===== config.mk =====
export PLATFORM = sky130hd
export DESIGN_NAME = sr_cmd_engine
export DESIGN_NICKNAME = d
export VERILOG_FILES = /design/src/rtl/sr_pkg.sv /design/src/rtl/sr_sync.sv /design/src/rtl/sr_busy_timer.sv /design/src/rtl/sr_cmd_engine.sv
export SDC_FILE = /design/constraint.sdc
export NUM_CORES = 1
export LEC_CHECK = 0
export ABC_AREA = 1
export BUFFER_PORTS_ARGS = -buffer_cell sky130_fd_sc_hd__buf_2
export CORE_MARGIN = 1.5
export CORE_UTILIZATION = 45
export DETAILED_ROUTE_END_ITERATION = 10
export HOLD_SLACK_MARGIN = 0.02
export SYNTH_ARGS = -nofsm -noshare
export SYNTH_HDL_FRONTEND = slang
export SYNTH_SLANG_ARGS = --single-unit

===== constraint.sdc =====
create_clock -name clk -period 3.5 [get_ports clk]
set_input_delay 0.7 -clock clk [delete_from_list [all_inputs] [get_ports clk]]
set_output_delay 0.7 -clock clk [all_outputs]
set_load 0.02 [all_outputs]

===== src/rtl/sr_pkg.sv =====
package sr_pkg;
   localparam int BYTE_W = 8;

   localparam logic [BYTE_W-1:0] OP_SET_WE   = 8'h06;
   localparam logic [BYTE_W-1:0] OP_READ_SR  = 8'h05;
   localparam logic [BYTE_W-1:0] OP_WRITE_SR = 8'h01;

   // status bit positions
   localparam int B_WIP  = 0;
   localparam int B_WEL  = 1;
   localparam int B_BP0  = 2;
   localparam int B_BP1  = 3;
   localparam int B_SRWD = 7;

   typedef struct packed {
      logic lock;   // status write disable
      logic bp1;
      logic bp0;
   } prot_t;
endpackage


===== src/rtl/sr_sync.sv =====
module sr_sync #(
   parameter int               WIDTH   = 1,
   parameter int               STAGES  = 2,
   parameter logic [WIDTH-1:0] RST_VAL = '0
) (
   input  logic             clk,
   input  logic             rst_n,
   input  logic [WIDTH-1:0] d,
   output logic [WIDTH-1:0] q
);
   localparam int CHAIN_W = WIDTH * STAGES;

   if (STAGES < 2) begin : g_bad_stages
      $error("sr_sync: STAGES must be at least 2");
   end
   if (WIDTH < 1) begin : g_bad_width
      $error("sr_sync: WIDTH must be at least 1");
   end

   logic [CHAIN_W-1:0] chain_q;

   always_ff @(posedge clk or negedge rst_n) begin
      if (!rst_n) chain_q <= {STAGES{RST_VAL}};
      else        chain_q <= {chain_q[CHAIN_W-WIDTH-1:0], d};
   end

   assign q = chain_q[CHAIN_W-1 -: WIDTH];
endmodule


===== src/rtl/sr_busy_timer.sv =====
module sr_busy_timer #(
   parameter int TW_CYCLES = 400
) (
   input  logic clk,
   input  logic rst_n,
   input  logic start,
   output logic busy
);
   localparam int TW_W = $clog2(TW_CYCLES + 1);

   if (TW_CYCLES < 1) begin : g_bad_tw
      $error("sr_busy_timer: TW_CYCLES must be at least 1");
   end

   logic [TW_W-1:0] left_q;

   always_ff @(posedge clk or negedge rst_n) begin
      if (!rst_n)            left_q <= '0;
      else if (start)        left_q <= TW_W'(TW_CYCLES);
      else if (left_q != '0) left_q <= left_q - 1'b1;
   end

   assign busy = (left_q != '0);

   // a start always yields a busy interval
   a_r6_start_busy: assert property (@(posedge clk) disable iff (!rst_n)
      start |=> busy);
endmodule


===== src/rtl/sr_cmd_engine.sv =====
module sr_cmd_engine
   import sr_pkg::*;
#(
   parameter int SYNC_STAGES = 2,
   parameter int TW_CYCLES   = 400
) (
   input  logic clk,
   input  logic rst_n,
   input  logic sck,
   input  logic cs_n,
   input  logic si,
   input  logic wp_n,
   output logic so,
   output logic so_oe
);
   localparam int FRAME_BITS = 2 * BYTE_W;
   localparam int CNT_W      = $clog2(FRAME_BITS) + 1;
   localparam int TXC_W      = $clog2(BYTE_W);
   localparam logic [CNT_W-1:0] CNT_MAX = '1;

   if (FRAME_BITS > int'(CNT_MAX)) begin : g_bad_cnt
      $error("sr_cmd_engine: bit counter too narrow");
   end

   // ---------------- input synchronisation ----------------
   logic [3:0] pin_q;
   sr_sync #(.WIDTH(4), .STAGES(SYNC_STAGES), .RST_VAL(4'b1001)) u_sync (
      .clk   (clk),
      .rst_n (rst_n),
      .d     ({cs_n, sck, si, wp_n}),
      .q     (pin_q)
   );

   logic cs_s, sck_s, si_s, wp_s;
   assign {cs_s, sck_s, si_s, wp_s} = pin_q;

   logic sck_prev_q, cs_prev_q;
   always_ff @(posedge clk or negedge rst_n) begin
      if (!rst_n) begin
         sck_prev_q <= 1'b0;
         cs_prev_q  <= 1'b1;
      end else begin
         sck_prev_q <= sck_s;
         cs_prev_q  <= cs_s;
      end
   end

   logic sck_rise, sck_fall, cs_rise;
   assign sck_rise = sck_s & ~sck_prev_q & ~cs_s;
   assign sck_fall = ~sck_s & sck_prev_q & ~cs_s;
   assign cs_rise  = cs_s & ~cs_prev_q;

   // ---------------- frame shifting ----------------
   logic [CNT_W-1:0]  bit_cnt_q;
   logic [BYTE_W-1:0] op_q, dat_q;
   logic [BYTE_W-1:0] op_next;

   assign op_next = {op_q[BYTE_W-2:0], si_s};

   always_ff @(posedge clk or negedge rst_n) begin
      if (!rst_n) begin
         bit_cnt_q <= '0;
         op_q      <= '0;
         dat_q     <= '0;
      end else if (cs_s) begin
         bit_cnt_q <= '0;
      end else if (sck_rise) begin
         if (bit_cnt_q < CNT_W'(BYTE_W)) op_q  <= op_next;
         else                            dat_q <= {dat_q[BYTE_W-2:0], si_s};
         if (bit_cnt_q != CNT_MAX) bit_cnt_q <= bit_cnt_q + 1'b1;
      end
   end

   logic unused_dat;
   assign unused_dat = ^{dat_q[6:4], dat_q[1:0]};

   // ---------------- status state ----------------
   prot_t prot_q;
   logic  wel_q;
   logic  wip;
   logic  hpm;
   logic  wr_ok, we_ok;

   assign hpm   = prot_q.lock & ~wp_s;
   assign wr_ok = cs_rise && (bit_cnt_q == CNT_W'(FRAME_BITS))
                  && (op_q == OP_WRITE_SR) && wel_q && !hpm && !wip;
   assign we_ok = cs_rise && (bit_cnt_q == CNT_W'(BYTE_W))
                  && (op_q == OP_SET_WE) && !wip;

   always_ff @(posedge clk or negedge rst_n) begin
      if (!rst_n) begin
         prot_q <= '0;
         wel_q  <= 1'b0;
      end else if (wr_ok) begin
         prot_q <= '{lock: dat_q[B_SRWD], bp1: dat_q[B_BP1], bp0: dat_q[B_BP0]};
         wel_q  <= 1'b0;
      end else if (we_ok) begin
         wel_q  <= 1'b1;
      end
   end

   sr_busy_timer #(.TW_CYCLES(TW_CYCLES)) u_timer (
      .clk   (clk),
      .rst_n (rst_n),
      .start (wr_ok),
      .busy  (wip)
   );

   logic [BYTE_W-1:0] status_word;
   always_comb begin
      status_word         = '0;
      status_word[B_SRWD] = prot_q.lock;
      status_word[B_BP1]  = prot_q.bp1;
      status_word[B_BP0]  = prot_q.bp0;
      status_word[B_WEL]  = wel_q;
      status_word[B_WIP]  = wip;
   end

   // ---------------- status read-out ----------------
   logic              rd_arm_q, oe_q;
   logic [TXC_W-1:0]  tx_cnt_q;
   logic [BYTE_W-1:0] tx_q;

   always_ff @(posedge clk or negedge rst_n) begin
      if (!rst_n) begin
         rd_arm_q <= 1'b0;
         oe_q     <= 1'b0;
         tx_cnt_q <= '0;
         tx_q     <= '0;
      end else if (cs_s) begin
         rd_arm_q <= 1'b0;
         oe_q     <= 1'b0;
         tx_cnt_q <= '0;
      end else begin
         if (sck_rise && bit_cnt_q == CNT_W'(BYTE_W - 1) && op_next == OP_READ_SR)
            rd_arm_q <= 1'b1;
         if (sck_fall && rd_arm_q) begin
            oe_q     <= 1'b1;
            tx_cnt_q <= tx_cnt_q + 1'b1;
            if (tx_cnt_q == '0) tx_q <= status_word;
            else                tx_q <= {tx_q[BYTE_W-2:0], 1'b0};
         end
      end
   end

   assign so    = tx_q[BYTE_W-1];
   assign so_oe = oe_q;

   // ---------------- assertions ----------------
   // a busy interval begins only with the latch set
   a_r4_commit_needs_wel: assert property (@(posedge clk) disable iff (!rst_n)
      $rose(wip) |-> $past(wel_q));
   // no commit in hardware protected mode
   a_r7_no_commit_hpm: assert property (@(posedge clk) disable iff (!rst_n)
      $rose(wip) |-> !$past(prot_q.lock && !wp_s));
   // protect bits change only together with a commit
   a_r5_prot_with_commit: assert property (@(posedge clk) disable iff (!rst_n)
      !$stable(prot_q) |-> $rose(wip));
   // latch stays clear throughout the busy interval
   a_r6_wel_clear_busy: assert property (@(posedge clk) disable iff (!rst_n)
      wip |-> !wel_q);
   // output driver released once the chip select is high
   a_r8_oe_release: assert property (@(posedge clk) disable iff (!rst_n)
      cs_s |=> !so_oe);
endmodule


# == After elaboration in Yosys (flattened, before gate mapping) ==
# Index checks and enable logic that the tools add are counted.
# totals
out_inout_bits,2
reg_bits,57
# classes
reduce_logical,25
bitwise,12
n_lt_le_gt_ge,1
add_sub_neg,3
n_eq_ne,7
muxes,14
# op_table
cell,count
$mux 9,2
$eq 8x3->1 const B,2
$mux 5,3
$reduce_bool 2->1,6
$logic_and 1x1->1,11
$reduce_bool 9->1,1
$sub 9x1->9 const B,1
$eq 8x1->1 const B,1
$mux 8,1
$and 1x1->1,6
$mux 1,6
$mux 3,2
$not 1->1,6
$reduce_and 3->1,2
$add 5x1->5 const B,1
$eq 5x3->1 const B,1
$eq 5x4->1 const B,1
$eq 5x5->1 const B,1
$lt 5x4->1 const B,1
$ne 5x5->1 const B,1
$reduce_and 2->1,2
$add 3x1->3 const B,1
$logic_not 3->1,1
$logic_not 1->1,2

# == Depth between registers and ports, before layout ==
# Gate-level depths: netlist of the first run.
# depth
word_depth,8
mapped_depth,10
mapped_depth_nobuf,10

# == Modules after synthesis ==
# Synthesis of the first run repeated with hierarchy kept, for this count alone.
# unflattened
cells_unflattened,306
hier_area_um2,2686.3
# by_module_without_submodules
module,area_per_inst_um2,n_inst,cells_per_inst
sr_cmd_engine,1909.3,1,219
sr_busy_timer,541.8,1,75
sr_sync,235.2,1,12

# == Worst setup path after synthesis of the first run ==
# OpenSTA, ideal clock, no wires.
# synth_timing
kind,register to register
start,register bit_cnt_q[0]
end,register bit_cnt_q[2]
n_path_buf,0
required_ns,3.417
path_slack_ns,2.142
setup_time_ns,0.083
arrival_time_ns,1.276
path_stages_with_launch,8
path_cell_list,dfrtp_1 > ha_1 > nand2_1 > nor2_1 > ha_1 > o21ai_2 > nand4_1 > o21ai_0
# synth_via
elab_chain_cells,4
elab_cells_between_ends,7
cone_classes,add/sub (1); eq/ne (1); mux (3); reduce/logical (2)
# synth_rtl
item,line,source
from (decl),sr_cmd_engine.sv:54,logic [CNT_W-1:0] bit_cnt_q;
from (signal assigned),sr_cmd_engine.sv:70,if (bit_cnt_q != CNT_MAX) bit_cnt_q <= bit_cnt_q + 1'b1;
$add 5x1->5,sr_cmd_engine.sv:70,
$mux 5,sr_cmd_engine.sv:70,
$mux 5,sr_cmd_engine.sv:67,end else if (sck_rise) begin
$mux 5,sr_cmd_engine.sv:65,end else if (cs_s) begin
# Several ways; a longest one is shown, not always the timed one. The select of a mux whose other input is x is not followed.
# A chain may end at the register's enable or synchronous reset.

# == Worst setup path in the final report of the first run ==
# layout_timing
start,register oe_q (netlist: so_oe)
end,output so_oe
# layout_lines
item,line,source
from (decl),sr_cmd_engine.sv:120,"logic rd_arm_q, oe_q;"
from (signal assigned),sr_cmd_engine.sv:127,oe_q <= 1'b0;
from (signal assigned),sr_cmd_engine.sv:132,oe_q <= 1'b0;
from (signal assigned),sr_cmd_engine.sv:138,oe_q <= 1'b1;
to (decl),sr_cmd_engine.sv:14,output logic so_oe
# No word-level cell between the ends.

==> flow_summary.toml, run 1 <==
[critical_path]
crit_arrival_ns = 0.86
critical_path_class = "flop to primary output"
start_kind = "flop"
r2r_slack_ns = 1.99
path_buf_inv = 1
end_kind = "primary output"
critPathTopFamily = "flip-flops"
cpMaxStageDelayCell = "dfrtp_1"
critPathMaxStageDelay_ns = 0.38
required_ns = 2.80
crit_chain = "buf_2"
critPathMaxFanout = 2

[cts]
tritoncts = "built"
post-cts-setup-buffers = 0
holdBufCountCts = 0
ctsLongestPathBuffers = 2
worstSkewPairLatency_ns = 0.33
cts_buffers = 9
path_clk_slew_ns = 0.06
cts.repair.resized = 0
clock-sinks = 57
htree_levels = 3
cts-root-buf = "clkbuf_8"

[place]
io_buffers = 7
dp_hpwl_um = 3120
routabilityCongestion = 0.790
dp_cells = 368

[pwr]
pwr-share-seq = 0.462
peakVddDrop_mv = 0.279
p_int_mw = 1.12
swShare = 0.305
p_sw_mw = 0.489
p_leak_nw = 1.42
pwr-share-clk = 0.336
comb_power_share = 0.202
power_density_nw_per_um2 = 557

[final_layout]
num_antenna_cells = 0
drive_above_1_share = 0.151
fill_cells = 527
areaGrowthSynthToFinish_pct = 10.5
layout.nets = 319
fin_cells = 384

[drt]
via_per_inst = 4.84
vias = 1859
routedWlPerCell_um = 11.8
finalWirelength_um = 4520
drt_iter0_markers = 91
drt_pass1_iterations = 4
drc_errors = 0
ant_nets = 0

[global_routing]
grt_pass1_wl_um = 8350
grt_pass1_vias = 1844
antenna_found_initial = 0
grt_max_degree = 41
overflow = 0
track_usage = 0.175

[floorplan]
core_area_um2 = 5540
initial_core_util = 0.470
die_width_um = 79.1
die_area_um2 = 6260
io_pins = 8
rows = 27
die-height_um = 79.1

[timing]
layout_worst_path_cycle_share = 0.446
tightest_slew_ns = 0.649
finClkSkew_ns = 0.00639
rsz0062_at_grt = "no"
period_needed_ns = 1.56
final_hold_viol_count = 0
fmax_ghz = 0.640
finalSetupTns_ns = 0
relSlewSlack = 0.568
setup_violations = 0
maxSlewViolCount = 0

[synth]
synth-seq-cells = 57
avgSynthCellArea_um2 = 8.93
synth_warnings = 0
synthCells = 292
yosysSeqAreaShare = 0.550
synth.distinct_cells = 33
syn_nets = 304
netlist_area_um2 = 2610

[flow_run]
max_cap_violations = 0

[hold_path]
min_path_type = "input port to asynchronous set/reset pin"

[run_status]
status = "completed"
[Yosys cell counts]
library cell	number	area, um2
a21oi_1	6	30.0
a21oi_2	3	26.3
and2_4	1	8.76
buf_2	2	10.0
buf_6	2	22.5
dfrtp_1	52	1300
dfstp_2	5	131
ha_1	6	75.1
inv_1	40	150
inv_2	4	15.0
inv_4	1	6.26
mux2_1	1	11.3
mux2i_1	1	10.0
nand2_1	60	225
nand2_2	1	6.26
nand2_4	1	11.3
nand3_1	22	110
nand3_2	1	10.0
nand3_4	1	17.5
nand3b_1	1	7.51
nand4_1	5	31.3
nor2_1	30	113
nor2_2	3	18.8
nor2_4	2	22.5
nor3_1	3	15.0
o21ai_0	13	65.1
o21ai_1	15	75.1
o21ai_2	2	17.5
o22ai_1	1	6.26
o31ai_1	2	15.0
or2_1	1	6.26
xnor2_1	1	8.76
xor2_1	3	26.3
[metal layers]
layer / up-vias / part of all wire / GRT usage / routed length (um)
li1: 966 / - / - / -
met1: 858 / 0.50 / 0.228 / 2260
met2: 25 / 0.45 / 0.267 / 2020
met3: 10 / 0.029 / 0.0448 / 130
met4: 0 / 0.023 / 0.0947 / 105
met5: - / 0 / 0 / 0
[flip-flops by register name, indices dropped and copies added, names as in the netlist, 3 cells and up]
name            cells
bit_cnt_q           5
tx_cnt_q            3
u_sync.chain_q      8
dat_q               8
tx_q                8
op_q                8
u_timer.left_q      9
prot_q              3
[stage by stage]
step                hold slack [ns]  power, mW  utilization  worst slack (ns)  cell area (um2)
floorplan                     0.331       1.00            -              2.14             2610
finish                        0.289       1.60        0.520              1.94             2880
global route                  0.318       1.71        0.520              1.82             2880
CTS                           0.292       1.63        0.520              1.92             2880
detailed placement            0.337       1.08        0.488              1.94             2710
global placement              0.333       1.07        0.488              1.95             2710
[layout make-up]
| class | instances | area [um2] | area share |
|---|---|---|---|
| flip-flops and latches | 57 | 1430 | 0.497 |
| multi-input cells | 186 | 970 | 0.337 |
| inverters | 45 | 171 | 0.0595 |
| clock buffers | 13 | 159 | 0.0552 |
| well taps | 72 | 90.1 | 0.0313 |
| repair buffers | 8 | 42.5 | 0.0148 |
| clock inverters | 3 | 15.0 | 0.00521 |
[logic make-up after synthesis]
logic type,after synthesis,share of synthesized area
adders and majority gates,6,0.0288
AOI/OAI and AO/OA,42,0.0903
DFF,57,0.550
buffers and inverters,49,0.0783
and+or+nand+nor,132,0.231
muxes,2,0.00816
xor gates and xnor gates,4,0.0134
[worst paths after layout]
| check | from | end | depth (start not counted) |
|---|---|---|---|
| max in group asynchronous | rst_n | u_sync.chain_q[4] | 2 |
| worst min register to register | u_sync.chain_q[1] | u_sync.chain_q[5] | 0 |
| min in group clk | u_sync.chain_q[1] | u_sync.chain_q[5] | 0 |
| worst max-delay path | so_oe | so_oe | 1 |
| worst max register to register | bit_cnt_q[0] | bit_cnt_q[2] | 7 |
| worst min-delay path | rst_n | tx_q[6] | 1 |
[power by group through the flow]
| stage | clock network [mW] | registers [mW] | logic, mW |
|---|---|---|---|
| floorplan | 0 | 0.746 | 0.259 |
| global placement | 0 | 0.752 | 0.322 |
| detailed placement | 0 | 0.753 | 0.330 |
| CTS | 0.555 | 0.741 | 0.332 |
| global route | 0.585 | 0.748 | 0.382 |
| finish | 0.539 | 0.742 | 0.324 |
[layout by cell type (no fill, tap or decap), drive strengths merged]
cell type	Yosys	layout
nand2	62	62
dfrtp	52	52
inv	45	45
nor2	35	35
o21ai	30	30
nand3	24	24
clkbuf	0	13
a21oi	9	9
buf	4	8
ha	6	6
nand4	5	5
dfstp	5	5
nor3	3	3
xor2	3	3
clkinv	0	3
o31ai	2	2
mux2	1	1
and2	1	1
nand3b	1	1
xnor2	1	1
o22ai	1	1
mux2i	1	1
or2	1	1
(Power assumes the default switching activity.)
==> inputs of run 2 (changes only) <==
clock period = 1.37 ns   (was 3.5 ns; I/O delays follow)
==> run 2 against run 1 <==
Core utilization grew 5.9 points; first-iteration DRC count grew 11%; cell count grew 4.4%; critical endpoint is now prot_q[1]; sequential power grew to 2.6 times the previous value; hold slack lost 0.24 ns; count of clock-buffer cells in the layout grew 1; the flow now finishes with violations (setup timing); sequential share of layout area shrank 5.1 points; die area is the same; routed wire length grew 7.1%; via count grew 2.7%; final area grew 11%.
==> flow_summary.toml, run 2 (synthesis results as in run 1) <==
[global_routing]
grt_pass1_wl_um = 8650
antenna_found_initial = 0
grt_pass1_vias = 1890
grt_max_degree = 58
overflow = 0
track_usage = 0.182

[drt]
dr.max_layer_used = "met4"
finalWirelength_um = 4840
drc_errors = 0
routedWlPerCell_um = 12.1
met3WireLength_um = 105
drt_iter0_markers = 101
wl_met1_um = 2430
ant_nets = 0
drt_pass1_iterations = 4
vias = 1910
wl_met2_um = 2200
via_per_inst = 4.76

[timing]
final.setup.worst_slack_ns = -0.0977
final_hold_viol_count = 0
hold_ws_ns = 0.0449
finClkSkew_ns = 0.00843
tightest_slew_ns = 0.420
layout_worst_path_cycle_share = 1.07
setup_violations = 9
maxSlewViolCount = 0
period_needed_ns = 1.47
relSlewSlack = 0.719
rsz0062_at_grt = "yes"
fmax_ghz = 0.681

[critical_path]
rr_worst_depth = 10
start_kind = "flop"
critPathMaxFanout = 5
cp-endpoint = "prot_q[1]"
required_ns = 1.59
critical_path_class = "flop to flop"
crit_path_start = "bit_cnt_q[0]"
crit_arrival_ns = 1.68
worst_r2r_endpoint = "prot_q[1]"
end_kind = "flop"
r2r_start = "bit_cnt_q[0]"
r2r_slack_ns = -0.1

[place]
dp_hpwl_um = 3290
routabilityCongestion = 0.836
io_buffers = 7
pre_cts_slack_ns = -0.163

[hold_path]
min_path_cells = 1
min_path_type = "input port to flop"

[cts]
cts-root-buf = "clkbuf_8"
ctsLongestPathBuffers = 2
worstSkewPairLatency_ns = 0.32
cts_buffers = 9
tritoncts = "built"
htree_levels = 3
path_clk_slew_ns = 0.07
clock-sinks = 57

[final_layout]
most-common-layout-cells = "nand2_1, dfrtp_1, inv_1"
largest_reg_flops = 9
regMostFlops = "u_timer.left_q"
layout_commonest_cell = "nand2_1"
num_antenna_cells = 0
drive_above_1_share = 0.261
fill_cells = 492
layout.nets = 336
areaGrowthSynthToFinish_pct = 23.0

[floorplan]
core_area_um2 = 5540
initial_core_util = 0.470
io_pins = 8
die-height_um = 79.1
die_area_um2 = 6260
rows = 27
die_width_um = 79.1

[run_status]
violations = "setup timing"
status = "finished, violations left"

[pwr]
swShare = 0.288
power_mw = 4.72
comb_power_share = 0.247
p_leak_nw = 1.55
pwr-share-seq = 0.402
peakVddDrop_mv = 0.858
pwr-share-clk = 0.351
power_density_nw_per_um2 = 1470
p_sw_mw = 1.36
p_int_mw = 3.36

[flow_run]
max_cap_violations = 0
run 2: cell count changes in the layout (fill, tap and decap cells not counted), sizes merged:
cell and delta:
clkbuf +1, clkinv -2, buf +16, bufinv +1, dlygate4sd3 +1
run 2: routing by layer:
metal,vias up,track usage
met5,-,0
met3,9,0.0391
li1,999,-
met4,0,0.0930
met2,15,0.271
met1,887,0.252
run 2: critical path, stage by stage, from the launching register on:
cell	delay, ns
dfrtp_1	0.41
inv_2	0.09
ha_4	0.15
inv_2	0.04
nor2_1	0.08
nand2_1	0.07
nor2_2	0.16
and2_4	0.19
nand2_4	0.06
nand2_1	0.06
nand2_1	0.05
run 2: timing repair:
| item | in CTS | in global routing |
|---|---|---|
| gates cloned | 0 | 0 |
| resized for setup | 18 | 21 |
| pin swaps | 7 | 10 |
| buffers inserted | 2 | 3 |
| hold buffers | 1 | 0 |
| endpoints found under the setup margin | 24 | 40 |
| endpoints found under the hold margin | 52 | 0 |
run 2: metrics by stage:
stage / setup TNS (ns) / utilization / cells / instance area [um2]
3_5_place_dp: -1.38 / 0.506 / 379 / 2800
6_report: -0.446 / 0.579 / 401 / 3210
3_3_place_gp: -0.932 / 0.506 / 379 / 2800
5_1_grt: -1.84 / 0.579 / 401 / 3210
2_1_floorplan: 0 / - / 292 / 2610
4_1_cts: -0.209 / 0.563 / 398 / 3120
run 2: cell type report:
class	count	area (um2)	share of cell area
Sequential cell	57	1430	0.447
Multi-Input combinational cell	186	1080	0.337
Timing Repair Buffer	25	209	0.0652
Clock buffer	14	183	0.0570
Inverter	45	176	0.0550
Tap cell	72	90.1	0.0281
Clock inverter	2	35.0	0.0109
run 2: power groups by stage:
| stage | registers [mW] | logic, mW | clock network, mW |
|---|---|---|---|
| final | 1.90 | 1.16 | 1.66 |
| after global routing | 1.91 | 1.32 | 1.79 |
| after CTS | 1.90 | 1.04 | 1.71 |
| after detailed placement | 1.92 | 0.969 | 0 |
| after global placement | 1.92 | 0.950 | 0 |
| after floorplan | 1.90 | 0.661 | 0 |
run 2: worst min-delay path by stage:
stage | start | to | slack [ns]
after global routing | cs_n | u_sync.chain_q[3] | 0.03
final | wp_n | u_sync.chain_q[0] | 0.04
after CTS | wp_n | u_sync.chain_q[0] | 0.03
after global placement | rst_n | tx_cnt_q[2] | 0.30
after detailed placement | rst_n | so_oe | 0.30
after floorplan | rst_n | bit_cnt_q[0] | -0.02
